File: config.mk
export PLATFORM = sky130hd
export DESIGN_NAME = spdif_cs_capture
export DESIGN_NICKNAME = d
export VERILOG_FILES = /design/src/rtl/spdif_cs_pkg.sv /design/src/rtl/spdif_cs_lane.sv /design/src/rtl/spdif_cs_hold.sv /design/src/rtl/spdif_cs_flag.sv /design/src/rtl/spdif_cs_capture.sv
export SDC_FILE = /design/constraint.sdc
export NUM_CORES = 2
export LEC_CHECK = 0
export BUFFER_PORTS_ARGS = -buffer_cell sky130_fd_sc_hd__buf_4
export CELL_PAD_IN_SITES_DETAIL_PLACEMENT = 0
export CELL_PAD_IN_SITES_GLOBAL_PLACEMENT = 1
export CORE_AREA = 10 10 253 315
export DETAILED_ROUTE_END_ITERATION = 6
export DIE_AREA = 0 0 263 325
export PLACE_DENSITY_LB_ADDON = 0.3
export SLEW_MARGIN = 15
export SYNTH_ARGS = -nofsm -noshare
export SYNTH_HDL_FRONTEND = slang
export SYNTH_SLANG_ARGS = --single-unit
File: constraint.sdc
create_clock -name clk_i -period 6.2 [get_ports clk_i]
set_clock_uncertainty 0.15 [all_clocks]
set_input_delay 0.62 -clock clk_i [delete_from_list [all_inputs] [get_ports clk_i]]
set_output_delay 0.62 -clock clk_i [all_outputs]
set_load 0.01 [all_outputs]
File: src/rtl/spdif_cs_pkg.sv
package spdif_cs_pkg;
  localparam int unsigned CS_BITS_DEF   = 192;
  localparam int unsigned BYTE_W_DEF    = 8;
  localparam int unsigned CMP_BYTES_DEF = 5;

  // control register field layout, bit 0 is the channel select
  typedef struct packed {
    logic head_only;
    logic chg_mode;
    logic sel_b;
  } ctrl_f_t;
endpackage

File: src/rtl/spdif_cs_lane.sv
module spdif_cs_lane #(
  parameter int unsigned CS_BITS = 192
) (
  input  logic               clk_i,
  input  logic               rst_ni,
  input  logic               sf_valid_i,
  input  logic               sf_start_i,
  input  logic               sf_bit_i,
  input  logic               ack_i,
  output logic [CS_BITS-1:0] work_o,
  output logic               done_o
);
  localparam int unsigned IDX_W = $clog2(CS_BITS + 1);

  logic [IDX_W-1:0]   idx_q, pos;
  logic [CS_BITS-1:0] work_q;
  logic               done_q, wr_ok;

  assign pos   = sf_start_i ? '0 : idx_q;
  assign wr_ok = sf_valid_i && (pos < IDX_W'(CS_BITS));

  always_ff @(posedge clk_i or negedge rst_ni) begin
    if (!rst_ni) begin
      idx_q  <= '0;
      work_q <= '0;
      done_q <= 1'b0;
    end else begin
      if (wr_ok) begin
        work_q[pos] <= sf_bit_i;
        idx_q       <= pos + 1'b1;
      end
      // completion wins over acknowledge
      if (wr_ok && pos == IDX_W'(CS_BITS - 1))
        done_q <= 1'b1;
      else if (ack_i || (sf_valid_i && sf_start_i))
        done_q <= 1'b0;
    end
  end

  assign work_o = work_q;
  assign done_o = done_q;

  p_idx_bound_r11: assert property (@(posedge clk_i) disable iff (!rst_ni)
    idx_q <= IDX_W'(CS_BITS));

  p_drop_over_r11: assert property (@(posedge clk_i) disable iff (!rst_ni)
    (sf_valid_i && !sf_start_i && idx_q == IDX_W'(CS_BITS)) |=> $stable(work_q));

  p_start_pos_r2: assert property (@(posedge clk_i) disable iff (!rst_ni)
    (sf_valid_i && sf_start_i) |=> (idx_q == IDX_W'(1) && work_q[0] == $past(sf_bit_i)));
endmodule

File: src/rtl/spdif_cs_hold.sv
module spdif_cs_hold #(
  parameter int unsigned CS_BITS   = 192,
  parameter int unsigned BYTE_W    = 8,
  parameter int unsigned CMP_BYTES = 5
) (
  input  logic               clk_i,
  input  logic               rst_ni,
  input  logic               copy_i,
  input  logic               head_only_i,
  input  logic [CS_BITS-1:0] work_a_i,
  input  logic [CS_BITS-1:0] work_b_i,
  output logic [CS_BITS-1:0] hold_a_o,
  output logic [CS_BITS-1:0] hold_b_o,
  output logic               diff_o
);
  localparam int unsigned NUM_BYTES = CS_BITS / BYTE_W;

  logic [CS_BITS-1:0]   hold_a_q, hold_b_q;
  logic [NUM_BYTES-1:0] byte_diff;

  always_ff @(posedge clk_i or negedge rst_ni) begin
    if (!rst_ni) begin
      hold_a_q <= '0;
      hold_b_q <= '0;
    end else if (copy_i) begin
      hold_a_q <= work_a_i;
      hold_b_q <= work_b_i;
    end
  end

  for (genvar k = 0; k < NUM_BYTES; k++) begin : g_cmp
    localparam bit IN_HEAD = (k < CMP_BYTES);
    logic a_ne, b_ne;
    assign a_ne = work_a_i[k*BYTE_W +: BYTE_W] != hold_a_q[k*BYTE_W +: BYTE_W];
    assign b_ne = work_b_i[k*BYTE_W +: BYTE_W] != hold_b_q[k*BYTE_W +: BYTE_W];
    assign byte_diff[k] = (a_ne || b_ne) && (IN_HEAD || !head_only_i);
  end

  assign diff_o   = |byte_diff;
  assign hold_a_o = hold_a_q;
  assign hold_b_o = hold_b_q;

  p_hold_stable_r3: assert property (@(posedge clk_i) disable iff (!rst_ni)
    !copy_i |=> ($stable(hold_a_q) && $stable(hold_b_q)));

  p_hold_load_r3: assert property (@(posedge clk_i) disable iff (!rst_ni)
    copy_i |=> (hold_a_q == $past(work_a_i) && hold_b_q == $past(work_b_i)));
endmodule

File: src/rtl/spdif_cs_flag.sv
module spdif_cs_flag (
  input  logic clk_i,
  input  logic rst_ni,
  input  logic set_i,
  input  logic clr_i,
  output logic flag_o
);
  logic flag_q;

  always_ff @(posedge clk_i or negedge rst_ni) begin
    if (!rst_ni)     flag_q <= 1'b0;
    else if (set_i)  flag_q <= 1'b1;
    else if (clr_i)  flag_q <= 1'b0;
  end

  assign flag_o = flag_q;

  p_set_wins_r9: assert property (@(posedge clk_i) disable iff (!rst_ni)
    set_i |=> flag_q);

  p_clear_r9: assert property (@(posedge clk_i) disable iff (!rst_ni)
    (clr_i && !set_i) |=> !flag_q);

  p_sticky_r9: assert property (@(posedge clk_i) disable iff (!rst_ni)
    (!set_i && !clr_i) |=> $stable(flag_q));
endmodule

File: src/rtl/spdif_cs_capture.sv
module spdif_cs_capture
  import spdif_cs_pkg::*;
#(
  parameter int unsigned       CS_BITS   = CS_BITS_DEF,
  parameter int unsigned       BYTE_W    = BYTE_W_DEF,
  parameter int unsigned       CMP_BYTES = CMP_BYTES_DEF,
  parameter int unsigned       ADDR_W    = 8,
  parameter logic [ADDR_W-1:0] CS_BASE   = 'h20,
  parameter logic [ADDR_W-1:0] CTRL_ADDR = 'h10,
  parameter logic [ADDR_W-1:0] FLAG_ADDR = 'h11
) (
  input  logic              clk_i,
  input  logic              rst_ni,
  input  logic              sf_valid_i,
  input  logic              sf_chan_b_i,
  input  logic              sf_start_i,
  input  logic              sf_cs_bit_i,
  input  logic              wr_en_i,
  input  logic [ADDR_W-1:0] wr_addr_i,
  input  logic [BYTE_W-1:0] wr_data_i,
  input  logic              rd_en_i,
  input  logic [ADDR_W-1:0] rd_addr_i,
  output logic [BYTE_W-1:0] rd_data_o,
  output logic              irq_o
);
  localparam int unsigned NUM_BYTES = CS_BITS / BYTE_W;

  logic [CS_BITS-1:0] work [2];
  logic [1:0]         done;
  logic               copy, diff, flag, flag_set, flag_clr, rd_hit;
  logic [CS_BITS-1:0] hold_a, hold_b;
  logic [BYTE_W-1:0]  ctrl_q, rd_q, rd_next;
  ctrl_f_t            cf;

  assign cf   = ctrl_f_t'(ctrl_q[2:0]);
  assign copy = &done;

  for (genvar c = 0; c < 2; c++) begin : g_lane
    logic lane_v;
    assign lane_v = sf_valid_i && (sf_chan_b_i == 1'(c));
    spdif_cs_lane #(.CS_BITS(CS_BITS)) u_lane (
      .clk_i      (clk_i),
      .rst_ni     (rst_ni),
      .sf_valid_i (lane_v),
      .sf_start_i (sf_start_i),
      .sf_bit_i   (sf_cs_bit_i),
      .ack_i      (copy),
      .work_o     (work[c]),
      .done_o     (done[c])
    );
  end

  spdif_cs_hold #(
    .CS_BITS   (CS_BITS),
    .BYTE_W    (BYTE_W),
    .CMP_BYTES (CMP_BYTES)
  ) u_hold (
    .clk_i       (clk_i),
    .rst_ni      (rst_ni),
    .copy_i      (copy),
    .head_only_i (cf.head_only),
    .work_a_i    (work[0]),
    .work_b_i    (work[1]),
    .hold_a_o    (hold_a),
    .hold_b_o    (hold_b),
    .diff_o      (diff)
  );

  assign flag_set = copy && (!cf.chg_mode || diff);
  assign flag_clr = wr_en_i && (wr_addr_i == FLAG_ADDR) && wr_data_i[0];

  spdif_cs_flag u_flag (
    .clk_i  (clk_i),
    .rst_ni (rst_ni),
    .set_i  (flag_set),
    .clr_i  (flag_clr),
    .flag_o (flag)
  );

  always_ff @(posedge clk_i or negedge rst_ni) begin
    if (!rst_ni)                                ctrl_q <= '0;
    else if (wr_en_i && wr_addr_i == CTRL_ADDR) ctrl_q <= wr_data_i;
  end

  always_comb begin
    rd_next = '0;
    rd_hit  = 1'b0;
    if (rd_addr_i == CTRL_ADDR) begin
      rd_next = ctrl_q;
      rd_hit  = 1'b1;
    end
    if (rd_addr_i == FLAG_ADDR) begin
      rd_next = BYTE_W'(flag);
      rd_hit  = 1'b1;
    end
    for (int k = 0; k < NUM_BYTES; k++) begin
      if (rd_addr_i == ADDR_W'(CS_BASE + k)) begin
        rd_next = cf.sel_b ? hold_b[k*BYTE_W +: BYTE_W] : hold_a[k*BYTE_W +: BYTE_W];
        rd_hit  = 1'b1;
      end
    end
  end

  // read data sampled before the copy edge lands
  always_ff @(posedge clk_i or negedge rst_ni) begin
    if (!rst_ni)      rd_q <= '0;
    else if (rd_en_i) rd_q <= rd_next;
  end

  assign rd_data_o = rd_q;
  assign irq_o     = flag;

  p_unmapped_r12: assert property (@(posedge clk_i) disable iff (!rst_ni)
    (rd_en_i && !rd_hit) |=> rd_data_o == '0);

  p_every_block_r6: assert property (@(posedge clk_i) disable iff (!rst_ni)
    (copy && !cf.chg_mode) |=> irq_o);

  p_no_change_r7: assert property (@(posedge clk_i) disable iff (!rst_ni)
    (copy && cf.chg_mode && !diff && !flag) |=> !irq_o);

  p_rd_hold_r4: assert property (@(posedge clk_i) disable iff (!rst_ni)
    !rd_en_i |=> $stable(rd_data_o));
endmodule

==> run_results.csv <==
group,metric,value,unit
timing,hold_viol,0,
worst_setup_path,startpoint_type,"primary input",
timing,min_period,4020,ps
finish,fill_cells,5911,
route,drt_first_iter_violations,3205,
floorplanning,io-pin-count,41,
global_route,first_global_vias,29600,
synthesis,synth_top_area_cell,"sky130_fd_sc_hd__dfrtp_1",
worst_setup_path,timing.critical_path.slowest_stage_cell,"sky130_fd_sc_hd__nor2b_1",
route,drt.antenna.violating_nets,0,
route,routed-via-count,29400,
pwr,vdd_drop_max,217,uV
pwr,p_total,11.3,mW
route,postRouteWirelength,159000,um
timing,slew_viol_final,0,
synthesis,yosys_warn_count,0,
job,max_cap_violations,0,
clock_network,cts_root_buffer,"sky130_fd_sc_hd__clkbuf_16",
clock_network,post_cts_buffers,0,
timing,finalWorstSetupSlack,2180,ps
global_route,grt_pass1_wl,223000,um
clock_network,clkSinkCount,803,
synthesis,synth.distinct_cells,75,
placed_design,placed_cells,4340,
synthesis,yosys_most_used_dff,"sky130_fd_sc_hd__dfrtp_1",
clock_network,cts-buffers-inserted,85,
synthesis,syn_nets,3511,
floorplanning,placeableCoreArea,73300,um^2
placed_design,port-buffer-count,40,
route,detail_route.first_pass.iterations,6,
clock_network,clock_insertion_delay_worst_skew,660,ps
timing,report.final.setup_viol,0,
global_route,grt_max_degree,169,
timing,tns,0,ps
finish,finalNetCount,3508,
synthesis,number_of_flops_mapped_to_enable_cells_by_yosys,0,
synthesis,synth_cells,3471,
finish,layout-drive-gt1-share,0.303,
floorplanning,initial_core_utilization,0.555,
synthesis,combined_area_of_all_synthesized_cells,40700,um^2
outcome,run_status,"completed",
floorplanning,die_span_y,325,um
pwr,power-per-cell-area,251,nW/um^2
finish,finalCoreUtilization,0.610,
floorplanning,floorplan.die_area,85500,um^2
route,detail_route.wl_per_cell,35.3,um
finish,post_layout_nonfiller_instances,4493,
clock_network,ctsLongestPathBuffers,3,
placed_design,place_congestion,1.04,
timing,clock.fmax,249,MHz
hold_path,worst_hold_check_path_type,"in2reg",
synthesis,synth_seq_area_share,0.493,
synthesis,yosysTopAreaCellShare,0.493,
worst_setup_path,cp_arrival,4400,ps
floorplanning,std_cell_rows,111,
global_route,antenna_violations_before_repair,6,
worst_setup_path,slowest_delay,810,ps
clock_network,tritoncts,"done",
pwr,static-leakage-power,22.1,nW
synthesis,synth-seq-cells,803,
clock_network,path_clk_slew,60,ps
synthesis,syn_area_per_cell,11.7,um^2
placed_design,detailed_place_hpwl,111000,um
route,vias_per_cell,6.55,
worst_setup_path,critical_path_class,"in2reg",
timing,rsz0062_at_grt,"no",
worst_setup_path,critPathCaptureType,"flip-flop",
synthesis,synth_async_sr_flop_share,1.00,
worst_setup_path,path_cells,"buf_4, buf_4, nor2b_1, nand3_1, o21ai_0, a221o_1, a221oi_1, mux2i_1, a31oi_1",
global_route,globalRouteTotalUtil,0.364,
global_route,gr-total-overflow,0,
timing,worstMarginPinSlew,1360,ps
placed_design,place_worst_setup_slack,1620,ps
floorplanning,dieWidth,263,um
finish,areaGrowthSynthToFinish,9.91,%
synthesis,post_synth_main_area_contributors,"sky130_fd_sc_hd__dfrtp_1 (49%), sky130_fd_sc_hd__mux2_2 (21%), sky130_fd_sc_hd__xor2_1 (3.9%), sky130_fd_sc_hd__nor2_1 (3.4%), sky130_fd_sc_hd__xnor2_1 (3.2%)",
timing,max_slew_margin,0.0889,
worst_setup_path,worstPathRequired,6580,ps
clock_network,cts_max_level,3,
clock_network,cts.repair.resized,0,
worst_setup_path,critical-path-top-cell-by-count,"sky130_fd_sc_hd__buf_4",
timing,post-route-period-util,0.648,
route,detail_route.drc_violations,0,
worst_setup_path,critical_path.max_fanout,46,
## cell usage after synthesis, types with 4 or more instances
| master | count |
|---|---|
| sky130_fd_sc_hd__a2111oi_0 | 10 |
| sky130_fd_sc_hd__a2111oi_2 | 5 |
| sky130_fd_sc_hd__a211oi_1 | 11 |
| sky130_fd_sc_hd__a21oi_1 | 51 |
| sky130_fd_sc_hd__a221o_1 | 14 |
| sky130_fd_sc_hd__a221oi_1 | 11 |
| sky130_fd_sc_hd__a222oi_1 | 4 |
| sky130_fd_sc_hd__a22o_1 | 8 |
| sky130_fd_sc_hd__a22oi_1 | 5 |
| sky130_fd_sc_hd__a31oi_1 | 14 |
| sky130_fd_sc_hd__a32oi_1 | 4 |
| sky130_fd_sc_hd__and3_1 | 8 |
| sky130_fd_sc_hd__buf_1 | 5 |
| sky130_fd_sc_hd__buf_2 | 16 |
| sky130_fd_sc_hd__buf_4 | 10 |
| sky130_fd_sc_hd__clkbuf_1 | 153 |
| sky130_fd_sc_hd__clkbuf_8 | 10 |
| sky130_fd_sc_hd__dfrtp_1 | 803 |
| sky130_fd_sc_hd__ha_1 | 8 |
| sky130_fd_sc_hd__inv_1 | 62 |
| sky130_fd_sc_hd__mux2_2 | 772 |
| sky130_fd_sc_hd__mux2i_1 | 75 |
| sky130_fd_sc_hd__mux4_1 | 6 |
| sky130_fd_sc_hd__mux4_2 | 31 |
| sky130_fd_sc_hd__nand2_1 | 170 |
| sky130_fd_sc_hd__nand2b_1 | 11 |
| sky130_fd_sc_hd__nand3_1 | 81 |
| sky130_fd_sc_hd__nand4_1 | 56 |
| sky130_fd_sc_hd__nor2_1 | 365 |
| sky130_fd_sc_hd__nor2b_1 | 37 |
| sky130_fd_sc_hd__nor3_1 | 21 |
| sky130_fd_sc_hd__nor3b_1 | 7 |
| sky130_fd_sc_hd__nor4_1 | 62 |
| sky130_fd_sc_hd__o2111ai_1 | 11 |
| sky130_fd_sc_hd__o211ai_1 | 5 |
| sky130_fd_sc_hd__o21ai_0 | 112 |
| sky130_fd_sc_hd__o21ai_1 | 5 |
| sky130_fd_sc_hd__o22ai_1 | 44 |
| sky130_fd_sc_hd__o2bb2ai_1 | 6 |
| sky130_fd_sc_hd__xnor2_1 | 151 |
| sky130_fd_sc_hd__xor2_1 | 182 |
## cell usage in the layout, fill, tap and decap left out, types with 6 or more instances in the layout
master	instances
sky130_fd_sc_hd__a2111oi_0	8
sky130_fd_sc_hd__a211oi_1	11
sky130_fd_sc_hd__a21oi_1	51
sky130_fd_sc_hd__a221o_1	14
sky130_fd_sc_hd__a221oi_1	11
sky130_fd_sc_hd__a22o_1	8
sky130_fd_sc_hd__a31oi_1	13
sky130_fd_sc_hd__and3_1	8
sky130_fd_sc_hd__buf_12	10
sky130_fd_sc_hd__buf_4	95
sky130_fd_sc_hd__clkbuf_1	22
sky130_fd_sc_hd__clkbuf_16	87
sky130_fd_sc_hd__clkbuf_8	19
sky130_fd_sc_hd__clkinv_2	13
sky130_fd_sc_hd__dfrtp_1	802
sky130_fd_sc_hd__ha_1	8
sky130_fd_sc_hd__inv_1	62
sky130_fd_sc_hd__mux2_2	772
sky130_fd_sc_hd__mux2i_1	75
sky130_fd_sc_hd__mux4_1	6
sky130_fd_sc_hd__mux4_2	31
sky130_fd_sc_hd__nand2_1	167
sky130_fd_sc_hd__nand2b_1	11
sky130_fd_sc_hd__nand3_1	79
sky130_fd_sc_hd__nand4_1	56
sky130_fd_sc_hd__nor2_1	365
sky130_fd_sc_hd__nor2b_1	37
sky130_fd_sc_hd__nor3_1	19
sky130_fd_sc_hd__nor4_1	61
sky130_fd_sc_hd__o2111ai_1	11
sky130_fd_sc_hd__o21ai_0	112
sky130_fd_sc_hd__o22ai_1	44
sky130_fd_sc_hd__o2bb2ai_1	6
sky130_fd_sc_hd__xnor2_1	151
sky130_fd_sc_hd__xor2_1	182
## power breakdown
part           total (mW)  internal, mW  switching [mW]
clock network        5.16          2.97            2.19
registers            5.38          5.30          0.0741
logic               0.719         0.206           0.514
total                11.3          8.48            2.78
## critical path, delay by kind of cell
family                 cells  cell delay (ps)
AND/OR/NAND/NOR            2             1590
buffers and inverters      2             1000
AO/OA/AOI/OAI              4              940
multiplexers               1              190
## routing by layer
metal,vias up,GRT usage,share of wire
li1,12300,-,-
met1,15300,0.437,0.37
met2,1428,0.564,0.46
met3,425,0.0761,0.080
met4,4,0.290,0.093
met5,-,0,0.00021
## logic make-up (layout without fill, tap and decap cells)
group / Yosys count / in the layout / synth area share
mux: 887 / 887 / 0.254
other cells: 0 / 2 / 0
xor+xnor: 333 / 333 / 0.0716
compound gates: 338 / 338 / 0.0544
simple gates: 840 / 840 / 0.0947
flops: 803 / 803 / 0.493
fa+ha+maj: 8 / 8 / 0.00246
buf+inv: 262 / 322 / 0.0296
## registers in the layout (all words and copies together), names as in the netlist
name                  flops
u_hold.hold_b_o         192
rd_data_o                 8
g_lane.u_lane.work_o    384
u_hold.hold_a_o         192
u_flag.flag_o             1
g_lane.u_lane.done_o      2
g_lane.u_lane.idx_q      16
ctrl_q                    8
## through the flow
stage | area [um^2] | hold slack [ps]
floorplan | 40700 | 174
CTS | 44700 | 0.166
global placement | 41900 | 336
finish | 44800 | 19.7
detailed placement | 42000 | 348
global route | 44800 | 32.2
## final timing paths
check | endpoint | slack (ps) | startpoint | depth (start not counted)
worst max-delay path | rd_data_o[4] | 2180 | rd_addr_i[0] | 9
worst min-delay path | ctrl_q[0] | 20 | wr_data_i[0] | 3
worst max register to register | rd_data_o[0] | 2440 | ctrl_q[0] | 8
worst min register to register | u_hold.hold_a_o[80] | 360 | u_hold.hold_a_o[80] | 1
max in group asynchronous | g_lane[0].u_lane.work_o[24] | 3990 | rst_ni | 3
min in group asynchronous | g_lane[0].u_lane.done_o | 470 | rst_ni | 2
## timing repair
| item | CTS | global route |
|---|---|---|
| setup endpoints to repair | 0 | 0 |
| hold buffers | 1 | 0 |
| hold endpoints to repair | 85 | 0 |
## area by class of cell
cell class / count / area [um^2] / share of cell area
clock inverter: 22 / 243 / 0.00542
antenna: 2 / 5.00 / 0.000112
multi-input combinational: 2406 / 19500 / 0.435
inverter: 62 / 233 / 0.00520
sequential: 803 / 20100 / 0.449
timing repair buffer: 110 / 973 / 0.0217
clock buffer: 128 / 2520 / 0.0563
tap: 960 / 1200 / 0.0268
(Power assumes the default switching activity.)
